## config.mk

```make
export PLATFORM = sky130hd
export DESIGN_NAME = trap_seq
export DESIGN_NICKNAME = d
export VERILOG_FILES = /design/src/rtl/trap_pkg.sv /design/src/rtl/trap_exc_prio.sv /design/src/rtl/trap_seq_fsm.sv /design/src/rtl/trap_csr_file.sv /design/src/rtl/trap_seq.sv
export SDC_FILE = /design/constraint.sdc
export NUM_CORES = 1
export LEC_CHECK = 0
export BUFFER_PORTS_ARGS = -buffer_cell sky130_fd_sc_hd__buf_4
export CAP_MARGIN = 0
export CORE_UTILIZATION = 30
export CTS_BUF_LIST = sky130_fd_sc_hd__clkbuf_4 sky130_fd_sc_hd__clkbuf_8
export DETAILED_ROUTE_END_ITERATION = 6
export SLEW_MARGIN = 20
export SYNTH_ARGS = -nofsm -noshare
export SYNTH_HDL_FRONTEND = slang
export SYNTH_SLANG_ARGS = --single-unit
```

## constraint.sdc

```tcl
create_clock -name clk -period 2.21 [get_ports clk]
set_clock_uncertainty 0.2 [all_clocks]
set_input_delay 0.1105 -clock clk [delete_from_list [all_inputs] [get_ports clk]]
set_output_delay 0.1105 -clock clk [all_outputs]
set_load 0.1 [all_outputs]
```

## src/rtl/trap_pkg.sv

```systemverilog
package trap_pkg;

    localparam int NEXC      = 9;
    localparam int MIE_BIT   = 3;
    localparam int MPIE_BIT  = 7;

    typedef enum logic [1:0] {
        ST_RUN        = 2'd0,
        ST_TRAP_REDIR = 2'd1,
        ST_RET_REDIR  = 2'd2
    } seq_state_e;

    // Cause code for the flag at position idx; position is priority rank.
    function automatic logic [5:0] exc_code(input int idx);
        logic [5:0] c;
        case (idx)
            0:       c = 6'd1;   // fetch access fault
            1:       c = 6'd49;  // fetch parity/checksum fault
            2:       c = 6'd48;  // fetch bus fault
            3:       c = 6'd2;   // illegal instruction
            4:       c = 6'd8;   // ECALL from user mode
            5:       c = 6'd11;  // ECALL from machine mode
            6:       c = 6'd3;   // breakpoint
            7:       c = 6'd7;   // store access fault
            8:       c = 6'd5;   // load access fault
            default: c = 6'd0;
        endcase
        return c;
    endfunction

endpackage

```

## src/rtl/trap_exc_prio.sv

```systemverilog
module trap_exc_prio #(
    parameter int N      = trap_pkg::NEXC,
    parameter int CODE_W = 11
) (
    input  logic [N-1:0]      flags_i,
    output logic              any_o,
    output logic [CODE_W-1:0] code_o,
    output logic [N-1:0]      grant_o
);

    // Lowest flag position wins: each grant masked by all lower flags.
    genvar gi;
    generate
        for (gi = 0; gi < N; gi++) begin : g_grant
            if (gi == 0) begin : g_first
                assign grant_o[gi] = flags_i[gi];
            end else begin : g_rest
                assign grant_o[gi] = flags_i[gi] & ~(|flags_i[gi-1:0]);
            end
        end
    endgenerate

    assign any_o = |flags_i;

    always_comb begin
        code_o = '0;
        for (int i = 0; i < N; i++) begin
            if (grant_o[i]) begin
                code_o = code_o | CODE_W'(trap_pkg::exc_code(i));
            end
        end
    end

endmodule

```

## src/rtl/trap_seq_fsm.sv

```systemverilog
module trap_seq_fsm #(
    parameter int XLEN   = 32,
    parameter int CODE_W = 11
) (
    input  logic              clk,
    input  logic              rst_n,
    input  logic              ex_valid_i,
    input  logic [XLEN-1:0]   ex_pc_i,
    input  logic              exc_any_i,
    input  logic [CODE_W-1:0] exc_cd_i,
    input  logic              irq_take_i,
    input  logic [CODE_W-1:0] irq_code_i,
    input  logic [XLEN-1:0]   irq_target_i,
    input  logic              mret_i,
    input  logic [XLEN-1:0]   tvec_i,
    input  logic [XLEN-1:0]   mepc_q_i,
    output logic              enter_o,
    output logic              ret_o,
    output logic              sw_ok_o,
    output logic [XLEN-1:0]   cause_w_o,
    output logic [XLEN-1:0]   epc_w_o,
    output logic              squash_o,
    output logic              redir_valid_o,
    output logic [XLEN-1:0]   redir_pc_o
);

    localparam int PAD_W = XLEN - 1 - CODE_W;
    localparam logic [XLEN-1:0] TVEC_MASK = ~XLEN'(3);
    localparam logic [XLEN-1:0] PC_MASK   = ~XLEN'(1);

    trap_pkg::seq_state_e state_q, state_d;
    logic [XLEN-1:0]      redir_pc_q, redir_pc_d;

    logic take_irq, take_exc;

    assign take_irq = irq_take_i;
    assign take_exc = ex_valid_i & exc_any_i & ~irq_take_i;

    // State register
    always_ff @(posedge clk or negedge rst_n) begin
        if (!rst_n) begin
            state_q    <= trap_pkg::ST_RUN;
            redir_pc_q <= '0;
        end else begin
            state_q    <= state_d;
            redir_pc_q <= redir_pc_d;
        end
    end

    // Next state and outputs
    always_comb begin
        state_d       = state_q;
        redir_pc_d    = redir_pc_q;
        enter_o       = 1'b0;
        ret_o         = 1'b0;
        sw_ok_o       = 1'b0;
        squash_o      = 1'b0;
        redir_valid_o = 1'b0;
        cause_w_o     = '0;
        epc_w_o       = ex_pc_i & PC_MASK;
        unique case (state_q)
            trap_pkg::ST_RUN: begin
                if (take_irq) begin
                    enter_o    = 1'b1;
                    squash_o   = 1'b1;
                    cause_w_o  = {1'b1, {PAD_W{1'b0}}, irq_code_i};
                    redir_pc_d = irq_target_i;
                    state_d    = trap_pkg::ST_TRAP_REDIR;
                end else if (take_exc) begin
                    enter_o    = 1'b1;
                    squash_o   = 1'b1;
                    cause_w_o  = {1'b0, {PAD_W{1'b0}}, exc_cd_i};
                    redir_pc_d = tvec_i & TVEC_MASK;
                    state_d    = trap_pkg::ST_TRAP_REDIR;
                end else if (mret_i) begin
                    ret_o      = 1'b1;
                    redir_pc_d = mepc_q_i;
                    state_d    = trap_pkg::ST_RET_REDIR;
                end else begin
                    sw_ok_o    = 1'b1;
                end
            end
            trap_pkg::ST_TRAP_REDIR: begin
                redir_valid_o = 1'b1;
                state_d       = trap_pkg::ST_RUN;
            end
            trap_pkg::ST_RET_REDIR: begin
                redir_valid_o = 1'b1;
                state_d       = trap_pkg::ST_RUN;
            end
            default: begin
                state_d = trap_pkg::ST_RUN;
            end
        endcase
    end

    assign redir_pc_o = redir_pc_q;

endmodule

```

## src/rtl/trap_csr_file.sv

```systemverilog
module trap_csr_file #(
    parameter int XLEN = 32
) (
    input  logic            clk,
    input  logic            rst_n,
    input  logic            enter_i,
    input  logic [XLEN-1:0] cause_w_i,
    input  logic [XLEN-1:0] epc_w_i,
    input  logic            ret_i,
    input  logic            sw_ok_i,
    input  logic            mstatus_we_i,
    input  logic [XLEN-1:0] mstatus_wdata_i,
    input  logic            mepc_we_i,
    input  logic [XLEN-1:0] mepc_wdata_i,
    output logic [XLEN-1:0] mstatus_o,
    output logic [XLEN-1:0] mepc_o,
    output logic [XLEN-1:0] mcause_o
);

    localparam logic [XLEN-1:0] PC_MASK = ~XLEN'(1);

    logic            mie_q, mpie_q;
    logic [XLEN-1:0] mepc_q, mcause_q;

    always_ff @(posedge clk or negedge rst_n) begin
        if (!rst_n) begin
            mie_q    <= 1'b0;
            mpie_q   <= 1'b0;
            mepc_q   <= '0;
            mcause_q <= '0;
        end else if (enter_i) begin
            mpie_q   <= mie_q;
            mie_q    <= 1'b0;
            mepc_q   <= epc_w_i;
            mcause_q <= cause_w_i;
        end else if (ret_i) begin
            mie_q    <= mpie_q;
            mpie_q   <= 1'b1;
        end else if (sw_ok_i) begin
            if (mstatus_we_i) begin
                mie_q  <= mstatus_wdata_i[trap_pkg::MIE_BIT];
                mpie_q <= mstatus_wdata_i[trap_pkg::MPIE_BIT];
            end
            if (mepc_we_i) begin
                mepc_q <= mepc_wdata_i & PC_MASK;
            end
        end
    end

    always_comb begin
        mstatus_o                     = '0;
        mstatus_o[trap_pkg::MIE_BIT]  = mie_q;
        mstatus_o[trap_pkg::MPIE_BIT] = mpie_q;
    end

    assign mepc_o   = mepc_q;
    assign mcause_o = mcause_q;

endmodule

```

## src/rtl/trap_seq.sv

```systemverilog
module trap_seq #(
    parameter int XLEN   = 32,
    parameter int CODE_W = 11,
    parameter int NEXC   = trap_pkg::NEXC
) (
    input  logic              clk,
    input  logic              rst_n,
    input  logic              ex_valid_i,
    input  logic [XLEN-1:0]   ex_pc_i,
    input  logic [NEXC-1:0]   exc_flags_i,
    input  logic              irq_take_i,
    input  logic [CODE_W-1:0] irq_code_i,
    input  logic [XLEN-1:0]   irq_target_i,
    input  logic              mret_i,
    input  logic [XLEN-1:0]   tvec_i,
    input  logic              mstatus_we_i,
    input  logic [XLEN-1:0]   mstatus_wdata_i,
    input  logic              mepc_we_i,
    input  logic [XLEN-1:0]   mepc_wdata_i,
    output logic [XLEN-1:0]   mstatus_o,
    output logic [XLEN-1:0]   mepc_o,
    output logic [XLEN-1:0]   mcause_o,
    output logic              squash_o,
    output logic              redir_valid_o,
    output logic [XLEN-1:0]   redir_pc_o
);

    logic              exc_any;
    logic [CODE_W-1:0] exc_cd;
    logic [NEXC-1:0]   exc_grant;
    logic              enter, ret, sw_ok;
    logic [XLEN-1:0]   cause_w, epc_w;

    trap_exc_prio #(.N(NEXC), .CODE_W(CODE_W)) u_prio (
        .flags_i (exc_flags_i),
        .any_o   (exc_any),
        .code_o  (exc_cd),
        .grant_o (exc_grant)
    );

    trap_seq_fsm #(.XLEN(XLEN), .CODE_W(CODE_W)) u_fsm (
        .clk           (clk),
        .rst_n         (rst_n),
        .ex_valid_i    (ex_valid_i),
        .ex_pc_i       (ex_pc_i),
        .exc_any_i     (exc_any),
        .exc_cd_i      (exc_cd),
        .irq_take_i    (irq_take_i),
        .irq_code_i    (irq_code_i),
        .irq_target_i  (irq_target_i),
        .mret_i        (mret_i),
        .tvec_i        (tvec_i),
        .mepc_q_i      (mepc_o),
        .enter_o       (enter),
        .ret_o         (ret),
        .sw_ok_o       (sw_ok),
        .cause_w_o     (cause_w),
        .epc_w_o       (epc_w),
        .squash_o      (squash_o),
        .redir_valid_o (redir_valid_o),
        .redir_pc_o    (redir_pc_o)
    );

    trap_csr_file #(.XLEN(XLEN)) u_csr (
        .clk             (clk),
        .rst_n           (rst_n),
        .enter_i         (enter),
        .cause_w_i       (cause_w),
        .epc_w_i         (epc_w),
        .ret_i           (ret),
        .sw_ok_i         (sw_ok),
        .mstatus_we_i    (mstatus_we_i),
        .mstatus_wdata_i (mstatus_wdata_i),
        .mepc_we_i       (mepc_we_i),
        .mepc_wdata_i    (mepc_wdata_i),
        .mstatus_o       (mstatus_o),
        .mepc_o          (mepc_o),
        .mcause_o        (mcause_o)
    );

    // Grant vector is one-hot by construction; exposed for the checker.
    logic grant_onehot;
    assign grant_onehot = $onehot0(exc_grant);

endmodule

```

After elaboration in Yosys (flattened, before gate mapping)
Index checks and enable logic that the tools add are counted.
{ "word_totals": {"input_bits": 187, "ff_bits": 100, "n_memories": 0, "mem_bits_rw": 0, "wordCells": 106, "romBits": 0, "out_inout_bits": 130, "latch_bits": 0} }
{ "classes": {"n_mux": 51, "div_mod_pow": 0, "n_bitwise": 27, "eq_ne": 4, "shift": 0, "mul": 0, "reduce_logical": 18, "addsub": 0, "magnitude_cmp": 0} }
{ "ops": {"columns": ["operator", "n"], "rows": [
  ["32-bit two-way mux", 9],
  ["11-bit two-way mux", 9],
  ["11-bit by 6-bit OR with 11-bit output", 8],
  ["6-bit two-way mux", 8],
  ["1-bit two-way mux", 21],
  ["1-bit AND", 10],
  ["1-bit NOT", 9],
  ["3-bit nonzero test", 3],
  ["9-bit OR reduction", 1],
  ["2-bit two-way mux", 4],
  ["8-bit OR reduction", 1],
  ["7-bit OR reduction", 1],
  ["6-bit OR reduction", 1],
  ["5-bit OR reduction", 1],
  ["4-bit by 3-bit != test with 1-bit output (second input constant)", 1],
  ["2-bit AND reduction", 2],
  ["2-bit nonzero test", 2],
  ["2-bit OR reduction", 2],
  ["4-bit OR reduction", 1],
  ["3-bit AND reduction", 1],
  ["3-bit OR reduction", 1],
  ["2-bit by 1-bit equality test with 1-bit output (second input constant)", 1],
  ["2-bit equality test (second input constant)", 1],
  ["2-bit logical NOT", 1],
  ["2-bit != test (second input constant)", 1]
]} }

Depth between registers and ports, before layout
{ "depth": {"word_depth": 22, "ltp_mapped": 10, "ltp_nobuf": 7} }

By module
From an unflattened synthesis, not the netlist that was laid out.
{ "hier_totals": {"cells_unflattened": 577, "area_unflattened_um2": 6261.0} }
{ "by_module_without_submodules": {"columns": ["mod", "instances", "area_each_um2", "cells_each", "seq_area_each_um2"], "rows": [
  ["trap_csr_file", 1, 3170.5, 215, 1651.6],
  ["trap_seq_fsm", 1, 2876.5, 328, 850.8],
  ["trap_exc_prio", 1, 214.0, 34, 0.0]
]} }

Least setup slack after synthesis
No wires, ideal clock.
{ "synth_timing": {"kind": "flip-flop to flip-flop", "from": "register u_fsm.state_q[0]", "to": "register u_csr.mepc_q[19] (netlist: u_csr.mepc_o[19])", "setup_time_ps": 69, "synth_period_minus_slack_ps": 2488, "path_slack_ps": -278, "t_arrival_ps": 2219, "path_stages_with_launch": 11, "path_cell_list": "dfrtp_1 -> inv_1 -> ha_1 -> clkbuf_1 -> and2_1 -> clkbuf_1 -> a21oi_4 -> inv_2 -> buf_2 -> nand2_1 -> nand2_1"} }
{ "synth_via": {"elab_chain_len": 4} }
{ "synth_lines": {"columns": ["item", "line_no", "rtl"], "rows": [
  ["from (decl)", "trap_seq_fsm.sv:31", "trap_pkg::seq_state_e state_q, state_d;"],
  ["from (signal assigned)", "trap_seq_fsm.sv:42", "state_q <= trap_pkg::ST_RUN;"],
  ["from (signal assigned)", "trap_seq_fsm.sv:45", "state_q <= state_d;"],
  ["2-bit logical NOT *", null, null],
  ["1-bit two-way mux *", null, null],
  ["net squash_o", "trap_seq.sv:23", "output logic squash_o,"],
  ["2-bit != test (no source line) / 2-bit nonzero test (equally long branches)", null, null],
  ["3-bit AND reduction (no source line)", null, null],
  ["to (signal assigned)", "trap_csr_file.sv:34", "mepc_q <= epc_w_i;"],
  ["to (signal assigned)", "trap_csr_file.sv:45", "mepc_q <= mepc_wdata_i & PC_MASK;"],
  ["to (decl)", "trap_csr_file.sv:23", "logic [XLEN-1:0] mepc_q, mcause_q;"]
]} }
The timed path passes the listed nets; every way through them passes the cells marked *.
A chain may end at the register's enable or synchronous reset.

Worst setup path in the final report
{ "layout_timing": {"from": "input exc_flags_i[0]", "to": "output squash_o"} }
{ "layout_via": {"elab_chain_len": 6} }
{ "layout_lines": {"columns": ["item", "line_no", "rtl"], "rows": [
  ["from (decl)", "trap_seq.sv:10", "input logic [NEXC-1:0] exc_flags_i,"],
  ["9-bit OR reduction", "trap_exc_prio.sv:23", "assign any_o = |flags_i;"],
  ["1-bit AND (2 in a row)", "trap_seq_fsm.sv:37", "assign take_exc = ex_valid_i & exc_any_i & ~irq_take_i;"],
  ["1-bit two-way mux", "trap_seq_fsm.sv:69", "end else if (take_exc) begin"],
  ["1-bit two-way mux", "trap_seq_fsm.sv:63", "if (take_irq) begin"],
  ["1-bit two-way mux", "trap_seq_fsm.sv:61", "unique case (state_q)"],
  ["to (decl)", "trap_seq.sv:23", null]
]} }
No other way between the ends.

==> metrics.log <==
[metrics] vias in the first global route: roughly 5k
[metrics] total of endpoints with negative setup slack in the final report: 0
[metrics] starting utilization of the core area: 31.2%
[metrics] share of the yosys chip area belonging to registers: between 40% and 50%
[metrics] number of warnings reported in the yosys synthesis log: 0
[metrics] total detailed-routing wirelength: between 15000 and 20000 um
[metrics] count of flip-flops with a built-in enable after synthesis: 0
[metrics] static leakage: 0.00397 uW
[metrics] storage element area: about 2000 um^2
[metrics] CTS tree: built
[metrics] global-route track usage on met2: 41.6%
[metrics] max-slew violation count: 0
[metrics] Global Route met1 Usage: ~25%
[metrics] Total Die Area: about 15000 um^2
[metrics] Worst-Margin Slew: ~570 ps
[metrics] global-route wire length before repair: about 26000 um
[metrics] clock sink count: 79
[metrics] area of combinational cells with multiple inputs: just over 2000 um^2
[metrics] Placeable Area: between 10000 and 15000 um^2
[metrics] maximum level of the CTS H-tree: 3
[metrics] root buffer cell: sky130_fd_sc_hd__clkbuf_8
[metrics] Final Hold Viols: 0
[metrics] synthesized area: about 4400 um^2
[metrics] classification of the worst-slack hold path: in -> reg
[metrics] startpoint kind of the worst setup timing path: primary input
[metrics] critical path fanouts, max: 39
[metrics] routability-driven placement congestion ratio: roughly 0.87
[metrics] Area growth syn-to-layout: 82.3%
[metrics] final instance count without filler cells: about 1k
[metrics] post-synthesis sequential element count: 79
[metrics] number of nets at the end of the flow: approximately 1.0k
[metrics] Remaining Overflow, GRT: 0
[metrics] period utilization: a little over nine tenths
[metrics] biggest area consumer among synthesized cells: sky130_fd_sc_hd__dfrtp_1
[metrics] outcome: finished, final reports clean
[metrics] cell depth of the worst flop-to-flop path: 8
[metrics] crit path capture type: output pin
[metrics] largest cells by area after synthesis: sky130_fd_sc_hd__dfrtp_1, sky130_fd_sc_hd__buf_4, sky130_fd_sc_hd__mux2i_1
[metrics] via count normalized by instance count: just under 5
[metrics] HPWL after DPL: ~11000 um
[metrics] Hold Path Depth: 5
[metrics] max frequency: about 0.46 GHz
[metrics] number of instances in the synthesized netlist: roughly 460
[metrics] number of remaining DRC errors: 0
[metrics] critical path data required time: about 1900 ps
[metrics] post-route core utilization: approximately 57%
[metrics] most common cell after layout, fill and taps aside: sky130_fd_sc_hd__buf_4
[metrics] most used cells in the layout excluding fill and tap cells: sky130_fd_sc_hd__buf_4, sky130_fd_sc_hd__dlygate4sd3_1, sky130_fd_sc_hd__dfrtp_1
[metrics] clock insertion delay at the later pin of the skew report: 360 ps
[metrics] die boundary height: about 120 um
[metrics] share of the synthesized area in the top cell type: a little under half
[metrics] port bufs: ~230
[metrics] number of library cell types mapped by synthesis: 36
[metrics] Max IR drop VDD: just over 1000 uV
[metrics] antenna violation net count after detailed routing: 0
[metrics] Core Rows: 43
[metrics] Avg Cell Area, Syn: approximately 9.6 um^2
[metrics] met3 track demand over resource in global routing: roughly 4.0%
[metrics] pin count of the biggest net entering global routing: between 40 and 50
[metrics] GR Util All Layers: a little under a quarter
[metrics] number of buffers created by CTS: 9
[metrics] number of instances in the placed design: approximately 860
[metrics] layout cells sized above 1: roughly 34%
[metrics] number of violations of the max-capacitance limit: 0
[metrics] starting DRC count in detailed routing: 170
[metrics] Die Span X: around 120 um
[metrics] number of buffers on the longest clock path: 2
[metrics] Total Power: between 10000 and 15000 uW
[metrics] Final Critical Period: around 2200 ps
[metrics] critical path class: in -> out
[metrics] dpl cell area: 6300 um^2
[metrics] number of top-level pins: around 320
[metrics] antenna violations before repair: 0
[metrics] data arrival time of the critical path: between 1500 and 2000 ps
[metrics] most used routing layer in global routing: met2
[metrics] Layout Cell Area excl Fill: between 7000 and 8000 um^2
[metrics] headroom to the max-slew limit: between 60 and 70%
[metrics] CTS clk-pin slew, worst paths: ~70 ps
[metrics] unrepaired setup endpoints after global routing: no
[metrics] Main synth FF type: sky130_fd_sc_hd__dfrtp_1
[metrics] total via count in the routed design: 4964
[metrics] FFs w/ async S/R, synth: 100%
[metrics] total power divided by cell area: ~1300 nW/um^2
[metrics] number of iterations in the first detailed-routing pass: 4
[metrics] wire per inst: 16.6 um
[metrics] number of filler cells placed in the layout: about 1.2k
state kept, by name (all words and copies together), names as in the netlist:
signal	flops
u_fsm.state_q	2
u_fsm.redir_pc_o	32
u_csr.mepc_o	31
u_csr.mie_q	1
u_csr.mpie_q	1
u_csr.mcause_o	12
layout make-up:
cell class	count	area share [%]
multi-input cells	336	25.2
clock buffers	14	2.10
diodes	1	0.0313
repair buffers	414	44.8
flip-flops and latches	79	24.8
inverters	4	0.188
well taps	180	2.82
clock inverters	1	0.0627
critical path: stages:
cell,delay (ps)
sky130_fd_sc_hd__buf_4,110
sky130_fd_sc_hd__or4_4,540
sky130_fd_sc_hd__o31a_1,410
sky130_fd_sc_hd__a21oi_4,210
sky130_fd_sc_hd__inv_2,70
sky130_fd_sc_hd__buf_12,160
sky130_fd_sc_hd__buf_12,190
worst paths after layout:
check / startpoint / end / slack [ps]
setup / recovery: exc_flags_i[0] / squash_o / 50
hold / removal: exc_flags_i[6] / u_csr.mcause_o[0] / 50
setup reg to reg: u_fsm.state_q[1] / u_fsm.redir_pc_o[26] / 300
hold reg to reg: u_fsm.redir_pc_o[15] / u_fsm.redir_pc_o[15] / 300
max in group asynchronous: rst_n / u_csr.mepc_o[9] / 1100
min in group asynchronous: rst_n / u_csr.mepc_o[17] / 80
metrics by stage:
| stage | setup TNS [ps] | setup WS, ps | hold slack (ps) |
|---|---|---|---|
| after floorplan | 0 | 66.1 | -385 |
| after global placement | -1960 | -101 | -64.4 |
| after detailed placement | -2200 | -94.3 | -51.9 |
| after CTS | 0 | 18.2 | 21.3 |
| after global routing | 0 | 11.3 | 47.8 |
| final | 0 | 51.2 | 50.6 |
synth_stat cells (2+ instances only):
cell type and count:
sky130_fd_sc_hd__a21oi_1 37, sky130_fd_sc_hd__a22o_1 6, sky130_fd_sc_hd__a32oi_1 23, sky130_fd_sc_hd__and2_1 2, sky130_fd_sc_hd__and3_1 30, sky130_fd_sc_hd__buf_2 8
sky130_fd_sc_hd__buf_4 64, sky130_fd_sc_hd__clkbuf_1 15, sky130_fd_sc_hd__dfrtp_1 79, sky130_fd_sc_hd__inv_1 3, sky130_fd_sc_hd__mux2i_1 39, sky130_fd_sc_hd__nand2_1 60
sky130_fd_sc_hd__nor2_1 10, sky130_fd_sc_hd__nor2b_1 2, sky130_fd_sc_hd__nor3_1 7, sky130_fd_sc_hd__o21ai_0 27, sky130_fd_sc_hd__o21ai_1 18, sky130_fd_sc_hd__o22ai_1 3
sky130_fd_sc_hd__o31a_1 3, sky130_fd_sc_hd__o31ai_1 2, sky130_fd_sc_hd__o31ai_4 3
power breakdown:
part	leakage [uW]	internal [uW]	switching, uW
clock	0.0000942	483	527
combinational	0.00292	1640	5530
sequential	0.000958	1970	393
kinds of logic (layout without fill, tap and decap cells):
group | after synthesis | after routing | synth area share [%]
multiplexers | 39 | 39 | 8.91
AND/OR/NAND/NOR | 118 | 118 | 12.8
buffers and inverters | 91 | 433 | 13.5
AO/OA/AOI/OAI | 127 | 127 | 19.3
adder cells (fa/ha/maj) | 1 | 1 | 0.286
other | 1 | 52 | 0.0856
flip-flops | 79 | 79 | 45.1
what timing repair did:
item	in CTS	in global routing
setup endpoints to repair	1	1
pin swaps	0	1
setup buffers	0	3
hold endpoints to repair	158	0
gates cloned	0	0
gates resized for setup	5	1
hold buffers	146	0
layer usage:
metal / vias to the layer above / routed length (um) / share of wire [%]
met1: 2374 / 6450 / 38
met2: 244 / 8990 / 53
met4: 0 / 515 / 3.0
met5: - / 0 / 0
met3: 38 / 1120 / 6.6
li1: 2308 / - / -
Note: power is estimated with default switching activity, not from simulation.
